--- config.mk ---
export PLATFORM = sky130hd
export DESIGN_NAME = dsp_serial_port
export DESIGN_NICKNAME = d
export VERILOG_FILES = /design/src/rtl/sp_pkg.sv /design/src/rtl/sp_div_stage.sv /design/src/rtl/sp_clkgen.sv /design/src/rtl/sp_tx.sv /design/src/rtl/sp_rx.sv /design/src/rtl/dsp_serial_port.sv
export SDC_FILE = /design/constraint.sdc
export NUM_CORES = 1
export LEC_CHECK = 0
export BUFFER_PORTS_ARGS = -buffer_cell sky130_fd_sc_hd__buf_2
export CAP_MARGIN = 40
export CORE_ASPECT_RATIO = 0.8
export CORE_MARGIN = 1.5
export CORE_UTILIZATION = 45
export CTS_BUF_LIST = sky130_fd_sc_hd__clkbuf_16
export DETAILED_ROUTE_END_ITERATION = 10
export PLACE_DENSITY = 0.66
export SLEW_MARGIN = 5
export SYNTH_ARGS = -nofsm -noshare
export SYNTH_HDL_FRONTEND = slang
export SYNTH_SLANG_ARGS = --single-unit
--- constraint.sdc ---
create_clock -name clk -period 3.34 [get_ports clk]
set_input_delay 0.668 -clock clk [delete_from_list [all_inputs] [get_ports clk]]
set_output_delay 0.668 -clock clk [all_outputs]
set_load 0.02 [all_outputs]
--- src/rtl/sp_pkg.sv ---
// Package: shared types for the framed serial port.
// Assumes nothing beyond SystemVerilog 2017 enums.
package sp_pkg;

    // Transmit sequencer phase.
    typedef enum logic [1:0] {
        TX_IDLE = 2'd0,
        TX_SYNC = 2'd1,
        TX_DATA = 2'd2
    } tx_phase_e;

endpackage

--- src/rtl/sp_div_stage.sv ---
// Module: one power-of-two divider stage.
// Counts input ticks and emits one output tick per 2^sel input ticks.
// A setting of zero passes every input tick through. Assumes sel may
// change at any time; a count past the new limit wraps at once.
module sp_div_stage #(
    parameter int SEL_W = 2
) (
    input  logic             clk,
    input  logic             rst_n,
    input  logic             run,
    input  logic             tick_in,
    input  logic [SEL_W-1:0] sel,
    output logic             tick_out
);
    localparam int CNT_W = (1 << SEL_W) - 1;
    localparam logic [CNT_W-1:0] ONES = '1;

    logic [CNT_W-1:0] cnt;
    logic [CNT_W-1:0] last;

    // Terminal count for the selected power of two.
    assign last     = ONES >> (SEL_W'(CNT_W) - sel);
    assign tick_out = tick_in && (cnt >= last);

    // Tick counter, cleared while the port is parked.
    always_ff @(posedge clk) begin
        if (!rst_n || !run) begin
            cnt <= '0;
        end else if (tick_in) begin
            cnt <= tick_out ? '0 : cnt + 1'b1;
        end
    end
endmodule

--- src/rtl/sp_clkgen.sv ---
// Module: enable synchroniser and bit-clock generator.
// Resynchronises the asynchronous enable with two flops, chains two
// divider stages and toggles sclk on every half-period tick. Reports
// the fabric cycles in which sclk will rise or fall. Assumes one clock.
module sp_clkgen #(
    parameter int SEL_W = 2
) (
    input  logic             clk,
    input  logic             rst_n,
    input  logic             port_en,
    input  logic [SEL_W-1:0] mdiv_sel,
    input  logic [SEL_W-1:0] sdiv_sel,
    output logic             en_sync,
    output logic             sclk,
    output logic             rise_ev,
    output logic             fall_ev
);
    localparam int NSTAGE = 2;

    logic                en_meta;
    logic [NSTAGE:0]     tick;
    logic [SEL_W-1:0]    sel_arr [NSTAGE];

    assign sel_arr[0] = mdiv_sel;
    assign sel_arr[1] = sdiv_sel;
    assign tick[0]    = en_sync;

    // Two-flop synchroniser for the asynchronous enable.
    always_ff @(posedge clk) begin
        if (!rst_n) begin
            en_meta <= 1'b0;
            en_sync <= 1'b0;
        end else begin
            en_meta <= port_en;
            en_sync <= en_meta;
        end
    end

    for (genvar g = 0; g < NSTAGE; g++) begin : g_stage
        sp_div_stage #(.SEL_W(SEL_W)) u_stage (
            .clk     (clk),
            .rst_n   (rst_n),
            .run     (en_sync),
            .tick_in (tick[g]),
            .sel     (sel_arr[g]),
            .tick_out(tick[g+1])
        );
    end

    assign rise_ev = tick[NSTAGE] && !sclk;
    assign fall_ev = tick[NSTAGE] && sclk;

    // Bit clock: toggles per half-period tick, parked low when disabled.
    always_ff @(posedge clk) begin
        if (!rst_n || !en_sync) begin
            sclk <= 1'b0;
        end else if (tick[NSTAGE]) begin
            sclk <= ~sclk;
        end
    end
endmodule

--- src/rtl/sp_tx.sv ---
// Module: transmit sequencer.
// Holds one queued word, and on sclk rising events emits a one-period
// sync pulse followed by WORD_W bits MSB first. Assumes rise_ev is a
// single-cycle event from the clock generator.
module sp_tx #(
    parameter int WORD_W = 16
) (
    input  logic              clk,
    input  logic              rst_n,
    input  logic              en_sync,
    input  logic              rise_ev,
    input  logic              tx_start,
    input  logic [WORD_W-1:0] tx_word,
    output logic              sdo,
    output logic              sdo_oe,
    output logic              sdofs
);
    import sp_pkg::*;

    localparam int CNT_W = $clog2(WORD_W + 1);

    tx_phase_e         phase;
    logic [WORD_W-1:0] hold;
    logic [WORD_W-1:0] shreg;
    logic [CNT_W-1:0]  bitcnt;
    logic              pend;

    // Sequencer: advances one step per rising sclk event.
    always_ff @(posedge clk) begin
        if (!rst_n) begin
            phase  <= TX_IDLE;
            hold   <= '0;
            shreg  <= '0;
            bitcnt <= '0;
            pend   <= 1'b0;
            sdo    <= 1'b0;
            sdo_oe <= 1'b0;
            sdofs  <= 1'b0;
        end else if (!en_sync) begin
            phase  <= TX_IDLE;
            bitcnt <= '0;
            pend   <= 1'b0;
            sdo    <= 1'b0;
            sdo_oe <= 1'b0;
            sdofs  <= 1'b0;
        end else begin
            if (rise_ev) begin
                if (phase == TX_SYNC) begin
                    phase  <= TX_DATA;
                    sdofs  <= 1'b0;
                    sdo_oe <= 1'b1;
                    sdo    <= shreg[WORD_W-1];
                    shreg  <= shreg << 1;
                    bitcnt <= CNT_W'(1);
                end else if (phase == TX_DATA && bitcnt != CNT_W'(WORD_W)) begin
                    sdo    <= shreg[WORD_W-1];
                    shreg  <= shreg << 1;
                    bitcnt <= bitcnt + 1'b1;
                end else begin
                    sdo_oe <= 1'b0;
                    sdo    <= 1'b0;
                    if (pend) begin
                        phase <= TX_SYNC;
                        sdofs <= 1'b1;
                        shreg <= hold;
                        pend  <= 1'b0;
                    end else begin
                        phase <= TX_IDLE;
                    end
                end
            end
            if (tx_start) begin
                hold <= tx_word;
                pend <= 1'b1;
            end
        end
    end
endmodule

--- src/rtl/sp_rx.sv ---
// Module: receive sequencer.
// On sclk falling events, arms on a sampled sync pulse, then shifts
// WORD_W bits MSB first and publishes the word with a one-cycle strobe.
// The published word survives a disable; only reset clears it.
module sp_rx #(
    parameter int WORD_W = 16
) (
    input  logic              clk,
    input  logic              rst_n,
    input  logic              en_sync,
    input  logic              fall_ev,
    input  logic              sdi,
    input  logic              sdifs,
    output logic [WORD_W-1:0] rx_word,
    output logic              rx_valid
);
    localparam int CNT_W = $clog2(WORD_W + 1);

    logic              active;
    logic [CNT_W-1:0]  bitcnt;
    logic [WORD_W-1:0] shreg;
    logic [WORD_W-1:0] next_sh;

    assign next_sh = {shreg[WORD_W-2:0], sdi};

    // Receiver: arm on sync, shift on falling events, publish at the end.
    always_ff @(posedge clk) begin
        if (!rst_n) begin
            active   <= 1'b0;
            bitcnt   <= '0;
            shreg    <= '0;
            rx_word  <= '0;
            rx_valid <= 1'b0;
        end else begin
            rx_valid <= 1'b0;
            if (!en_sync) begin
                active <= 1'b0;
                bitcnt <= '0;
            end else if (fall_ev) begin
                if (active) begin
                    shreg  <= next_sh;
                    bitcnt <= bitcnt + 1'b1;
                    if (bitcnt == CNT_W'(WORD_W - 1)) begin
                        rx_word  <= next_sh;
                        rx_valid <= 1'b1;
                        bitcnt   <= '0;
                        active   <= sdifs;
                    end
                end else if (sdifs) begin
                    active <= 1'b1;
                    bitcnt <= '0;
                end
            end
        end
    end
endmodule

--- src/rtl/dsp_serial_port.sv ---
// Module: framed serial port top.
// Wires the enable synchroniser and bit-clock generator to the transmit
// and receive sequencers. Assumes a single fabric clock; sclk is a
// registered signal, not a clock used inside this block.
module dsp_serial_port #(
    parameter int WORD_W = 16,
    parameter int SEL_W  = 2
) (
    input  logic              clk,
    input  logic              rst_n,
    input  logic              port_en,
    input  logic [SEL_W-1:0]  mdiv_sel,
    input  logic [SEL_W-1:0]  sdiv_sel,
    input  logic [WORD_W-1:0] tx_word,
    input  logic              tx_start,
    input  logic              sdi,
    input  logic              sdifs,
    output logic              sclk,
    output logic              sdo,
    output logic              sdo_oe,
    output logic              sdofs,
    output logic              sdofs_oe,
    output logic [WORD_W-1:0] rx_word,
    output logic              rx_valid
);
    logic en_sync;
    logic rise_ev;
    logic fall_ev;

    sp_clkgen #(.SEL_W(SEL_W)) u_clkgen (
        .clk     (clk),
        .rst_n   (rst_n),
        .port_en (port_en),
        .mdiv_sel(mdiv_sel),
        .sdiv_sel(sdiv_sel),
        .en_sync (en_sync),
        .sclk    (sclk),
        .rise_ev (rise_ev),
        .fall_ev (fall_ev)
    );

    sp_tx #(.WORD_W(WORD_W)) u_tx (
        .clk     (clk),
        .rst_n   (rst_n),
        .en_sync (en_sync),
        .rise_ev (rise_ev),
        .tx_start(tx_start),
        .tx_word (tx_word),
        .sdo     (sdo),
        .sdo_oe  (sdo_oe),
        .sdofs   (sdofs)
    );

    sp_rx #(.WORD_W(WORD_W)) u_rx (
        .clk     (clk),
        .rst_n   (rst_n),
        .en_sync (en_sync),
        .fall_ev (fall_ev),
        .sdi     (sdi),
        .sdifs   (sdifs),
        .rx_word (rx_word),
        .rx_valid(rx_valid)
    );

    // The sync output is driven whenever the port runs.
    assign sdofs_oe = en_sync;
endmodule

==> run_results.csv, run 1 <==
group,metric,value,unit
outcome,outcome,"finished clean",
setup_path,arrival,2810,ps
setup_path,critPathLaunchType,"primary input",
min_path,holdCritPathClass,"flop to flop",
finish,area_growth,13.0,%
timing,tns,0,ps
drt,vias,3002,
yosys,seq_area_frac_synth,45.6,%
timing,tightest_slew,720,ps
timing,timing.hold.ws,444,ps
finish,stdcell_count,588,
power_and_ir_drop,p_int,1.59,mW
setup_path,cp.required,3540,ps
global_routing,grt_max_degree,81,
yosys,avgSynthCellArea,8.98,um^2
timing,worst_slack,732,ps
power_and_ir_drop,clkPwrFrac,43.0,%
power_and_ir_drop,switching_share,21.2,%
drt,drc,0,
global_routing,grt_remaining_overflow,0,
yosys,postSynthCellCount,435,
placement,pre_cts_ws,377,ps
drt,drtIter0Drc,90,
drt,antenna_left,0,
power_and_ir_drop,combPwrFrac,3.9,%
timing,slew_violations,0,
cts,htreeDepth,3,
global_routing,antenna_found_initial,0,
timing,post-route-period-util,78.1,%
timing,fmaxAchievable,383,MHz
power_and_ir_drop,vdd_drop_max,0.306,mV
global_routing,grt_pass1_wl,12100,um
drt,routedWlPerCell,12.1,um
placement,dp_hpwl,4900,um
yosys,yosysWarningCount,0,
drt,viasPerCell,5.11,
yosys,yosysUniqueCellTypes,47,
timing,finalWorstPathRequiredPeriod,2610,ps
cts,cts.sinks,89,
cts,post-cts-setup-buffer-count,0,
timing,rsz0062_at_grt,"no",
power_and_ir_drop,p_sw,428,uW
cts,root_buffer,"clkbuf_16",
finish,design_area,4410,um^2
cts,cts_inserted_buffers,9,
yosys,synth_seq_cells,89,
floorplanning,core-area,8450,um^2
setup_path,crit_fanout,33,
floorplanning,pin_count,48,
timing,setup_viol,0,
cts,holdBufCountCts,0,
finish,num_antenna_cells,0,
setup_path,r2r_slack,970,ps
timing,maxSlewHeadroom,52.0,%
power_and_ir_drop,power,2.02,mW
floorplanning,initial_utilization,46.3,%
cts,worstSkewPairLatency,330,ps
finish,fin_util,52.3,%
drt,wl,7140,um
cts,cts.path.max_buffers,2,
finish,nFillCells,810,
cts,cts.repair.resized,0,
floorplanning,fp.dieH,86.3,um
yosys,syn_nets,472,
global_routing,track_usage,16.3,%
cts,cts_tree,"built",
floorplanning,die_area,9250,um^2
power_and_ir_drop,seqPwrFrac,53.1,%
yosys,synth_top_flop_cell,"dfxtp_1",
finish,drive_gt1_share,20.0,%
finish,final_nets,508,
yosys,synth_edf_count,0,
job,cap_violations,0,
placement,gp_congestion,0.728,
placement,portBuffers,47,
global_routing,grt_pass1_vias,2709,
yosys,synth_area,3910,um^2
placement,place_inst,572,
floorplanning,rows,30,
cts,path_clk_slew,60,ps
setup_path,end_kind,"flop",
floorplanning,die_w,107,um
power_and_ir_drop,power_leakage,1.79,nW
placement,placed_area,4160,um^2
yosys,synthArstFlopShare,0,%
setup_path,crit_type,"primary input to flop",
power_and_ir_drop,powerDensity,457,nW/um^2
timing,hold_viol_final,0,
drt,first_pass_iters,4,
timing,finClkSkew,6.29,ps
[state kept, by name, indices dropped and copies added (netlist names)]
name,flops
u_rx.rx_word,16
u_tx.hold,16
u_tx.shreg,16
u_rx.shreg,15
u_clkgen.g_stage.u_stage.cnt,6
u_rx.bitcnt,5
u_tx.bitcnt,5
u_tx.phase,2
u_clkgen.en_meta,1
u_clkgen.en_sync,1
u_clkgen.sclk,1
u_rx.active,1
u_rx.rx_valid,1
u_tx.pend,1
u_tx.sdo,1
u_tx.sdofs,1
[critical path, stage by stage]
cell     delay, ps
buf_2          110
or2_2          290
ha_1           270
nor2b_1         50
o21a_1         320
or4_4          820
nand3_1        190
o21ai_2         70
[layout make-up]
type	count	area [um^2]	share of cell area, %
multi-input combinational	309	1920	43.6
sequential	89	1780	40.4
timing repair buffer	52	273	6.18
clock buffer	9	225	5.10
tap	112	140	3.18
inverter	10	37.5	0.851
clock inverter	7	31.3	0.709
[cells in the final DEF (no fill, tap or decap), types with 5 or more instances in the layout]
cell,n
o21ai_2,18
dfxtp_1,89
nor2_1,12
mux2i_1,15
buf_2,47
buf_4,5
o21ai_0,11
nand2_1,111
a21oi_1,12
a21boi_0,31
nand3_1,22
clkbuf_16,9
inv_1,13
ha_1,11
o211a_1,15
[cells by family (layout without fill, tap and decap cells)]
logic type / Yosys count / after routing / share of synthesized area (%)
AOI/OAI and AO/OA: 102 / 102 / 19.7
xor gates and xnor gates: 3 / 3 / 0.673
buffers and inverters: 37 / 78 / 5.22
adders and majority gates: 11 / 11 / 3.52
DFF: 89 / 89 / 45.6
and+or+nand+nor: 178 / 178 / 21.4
muxes: 15 / 15 / 3.84
[metal layers]
metal | vias up | share of wire, % | global-route usage, %
li1 | 1573 | - | -
met2 | 34 | 44 | 25.2
met3 | 8 | 3.6 | 4.81
met5 | - | 0 | 0
met4 | 0 | 0.85 | 5.58
met1 | 1387 | 52 | 21.9
[worst paths after layout]
path | end | start | cells past startpoint
setup / recovery | u_rx.rx_word[7] | mdiv_sel[1] | 8
hold / removal | u_clkgen.en_sync | u_clkgen.en_meta | 1
setup reg to reg | u_tx.shreg[1] | u_tx.bitcnt[0] | 8
hold reg to reg | u_clkgen.en_sync | u_clkgen.en_meta | 1
[synthesized netlist by cell type (3+ instances only)]
cell	instances	share of area, %
a21boi_0	31	6.0
a21oi_1	12	1.5
a31oi_1	3	0.48
and2_1	4	0.64
buf_2	8	1.0
clkbuf_1	13	1.2
dfxtp_1	89	46
ha_1	11	3.5
inv_1	10	0.96
mux2i_1	15	3.8
nand2_1	111	11
nand3_1	22	2.8
nand3_2	3	0.77
nand4_1	4	0.64
nor2_1	12	1.2
o211a_1	15	3.8
o21ai_0	11	1.4
o21ai_1	3	0.38
o21ai_2	17	3.8
or2_2	4	0.64
or3_1	4	0.64
[power groups by stage]
stage,Clock (mW),Combinational [mW],Sequential [mW]
after floorplan,0,0.0527,1.09
after global placement,0,0.0776,1.09
after detailed placement,0,0.0791,1.09
after CTS,0.891,0.0796,1.07
after global routing,0.938,0.0881,1.07
final,0.867,0.0788,1.07
(Power assumes the default switching activity.)
==> run 2, diff against run 1 <==
==> constraint.sdc (replaced) <==
create_clock -name clk -period 2.62 [get_ports clk]
set_input_delay 0.524 -clock clk [delete_from_list [all_inputs] [get_ports clk]]
set_output_delay 0.524 -clock clk [all_outputs]
set_load 0.02 [all_outputs]
==> run_results.csv, run 2 (synthesized netlist as in run 1, its figures left out) <==
group,metric,value,unit
outcome,outcome,"finished clean",
placement,gp_congestion,0.754,
finish,num_antenna_cells,0,
cts,path_clk_slew,70,ps
min_path,hold_path_depth,2,
floorplanning,rows,30,
cts,cts.repair.resized,0,
placement,portBuffers,47,
timing,tns,0,ps
power_and_ir_drop,p_sw,576,uW
setup_path,slowest_stage,"or4_4",
timing,setup_viol,0,
job,cap_violations,0,
global_routing,grt_max_degree,49,
floorplanning,core-area,8450,um^2
timing,hold_viol_final,0,
setup_path,arrival,2440,ps
power_and_ir_drop,clkPwrFrac,47.6,%
setup_path,critPathLaunchType,"primary input",
global_routing,grt_pass1_wl,12900,um
setup_path,path_depth,9,
drt,viasPerCell,5.01,
setup_path,crit_fanout,33,
cts,cts.path.max_buffers,2,
finish,layout_common_cells,"nand2_1, dfxtp_1, buf_2, a21boi_0, nand3_1",
timing,slew_violations,0,
cts,cts.sinks,89,
min_path,holdCritPathClass,"primary input to flop",
timing,finClkSkew,7.77,ps
power_and_ir_drop,seqPwrFrac,48.6,%
setup_path,crit_chain,"buf_2 -> or2_2 -> ha_1 -> nor2b_4 -> o21a_4 -> or4_4 -> buf_12 -> nand3_1 -> o21ai_2",
power_and_ir_drop,powerDensity,617,nW/um^2
floorplanning,die_w,107,um
floorplanning,fp.dieH,86.3,um
placement,placed_area,4240,um^2
setup_path,end_kind,"flop",
cts,worstSkewPairLatency,330,ps
timing,rsz0062_at_grt,"no",
drt,wl,7330,um
drt,vias,2988,
setup_path,crit_type,"primary input to flop",
cts,htreeDepth,3,
timing,maxSlewHeadroom,60.0,%
global_routing,antenna_found_initial,0,
setup_path,max_stage_delay,530,ps
placement,dp_hpwl,4970,um
setup_path,ff2ff_path_depth,8,
floorplanning,pin_count,48,
global_routing,track_usage,17.4,%
finish,final_nets,516,
global_routing,grt_pass1_vias,2863,
drt,routedWlPerCell,12.3,um
finish,area_growth,16.6,%
cts,root_buffer,"clkbuf_16",
cts,cts_tree,"built",
finish,top_regs,"u_rx.rx_word x16, u_tx.hold x16, u_tx.shreg x16",
cts,cts_inserted_buffers,9,
cts,post-cts-setup-buffer-count,0,
timing,tightest_slew,601,ps
drt,drc,0,
global_routing,grt_remaining_overflow,0,
floorplanning,die_area,9250,um^2
setup_path,path_delay_family,"simple AND/OR/NAND/NOR gates",
finish,mostFrequentLayoutCell,"nand2_1",
timing,finalWorstPathRequiredPeriod,2220,ps
finish,drive_gt1_share,21.5,%
timing,post-route-period-util,84.6,%
power_and_ir_drop,p_int,2.23,mW
drt,first_pass_iters,4,
drt,antenna_left,0,
timing,fmaxAchievable,451,MHz
floorplanning,initial_utilization,46.3,%
power_and_ir_drop,power_leakage,1.86,nW
power_and_ir_drop,vdd_drop_max,0.343,mV
cts,holdBufCountCts,0,
setup_path,crit_buf_inv,2,
power_and_ir_drop,power,2.81,mW
finish,design_area,4550,um^2
power_and_ir_drop,combPwrFrac,3.8,%
power_and_ir_drop,switching_share,20.5,%
drt,drtIter0Drc,115,
setup_path,cp.required,2840,ps
==> run 2: changes by cell type in the layout (fill, tap and decap cells not counted), sizes merged <==
cell    before  now
inv         13   11
bufinv       0    2
buf         52   60
==> run 2: routing by layer <==
metal / GRT usage, % / vias to the layer above / part of all wire, %
li1: - / 1583 / -
met4: 6.18 / 0 / 1.4
met3: 4.59 / 7 / 2.7
met5: 0 / - / 0
met1: 22.6 / 1371 / 51
met2: 28.1 / 27 / 45
==> run 2: path summary, 6_finish.rpt <==
check | from | end | slack, ps
setup reg to reg | u_clkgen.g_stage[1].u_stage.cnt[0] | u_rx.rx_word[7] | 580
hold / removal | port_en | u_clkgen.en_meta | 400
hold reg to reg | u_rx.bitcnt[4] | u_rx.bitcnt[4] | 440
setup / recovery | sdiv_sel[1] | u_rx.rx_word[7] | 400
==> run 2: area by class of cell <==
| type | count | area, um^2 |
|---|---|---|
| clock buffer | 9 | 225 |
| clock inverter | 7 | 86.3 |
| multi-input combinational | 309 | 1920 |
| sequential | 89 | 1780 |
| inverter | 10 | 37.5 |
| tap | 112 | 140 |
| timing repair buffer | 60 | 358 |
| fill | 813 | 3890 |
==> run 2: through the flow <==
| stage | setup WS (ps) | util [%] | hold slack, ps | cells |
|---|---|---|---|---|
| final | 403 | 53.9 | 398 | 596 |
| after detailed placement | 51.9 | 50.2 | 428 | 580 |
| after global routing | 363 | 53.9 | 402 | 596 |
| after floorplan | 200 | - | 407 | 435 |
| after CTS | 402 | 53.9 | 390 | 596 |
| after global placement | 90.2 | 50.2 | 424 | 580 |
==> run 2: power by group through the flow <==
stage | clock, mW | combinational (mW) | sequential (mW)
after floorplan | 0 | 0.0671 | 1.39
after detailed placement | 0 | 0.107 | 1.40
final | 1.34 | 0.107 | 1.37
after CTS | 1.37 | 0.108 | 1.37
after global routing | 1.42 | 0.120 | 1.37
after global placement | 0 | 0.105 | 1.40
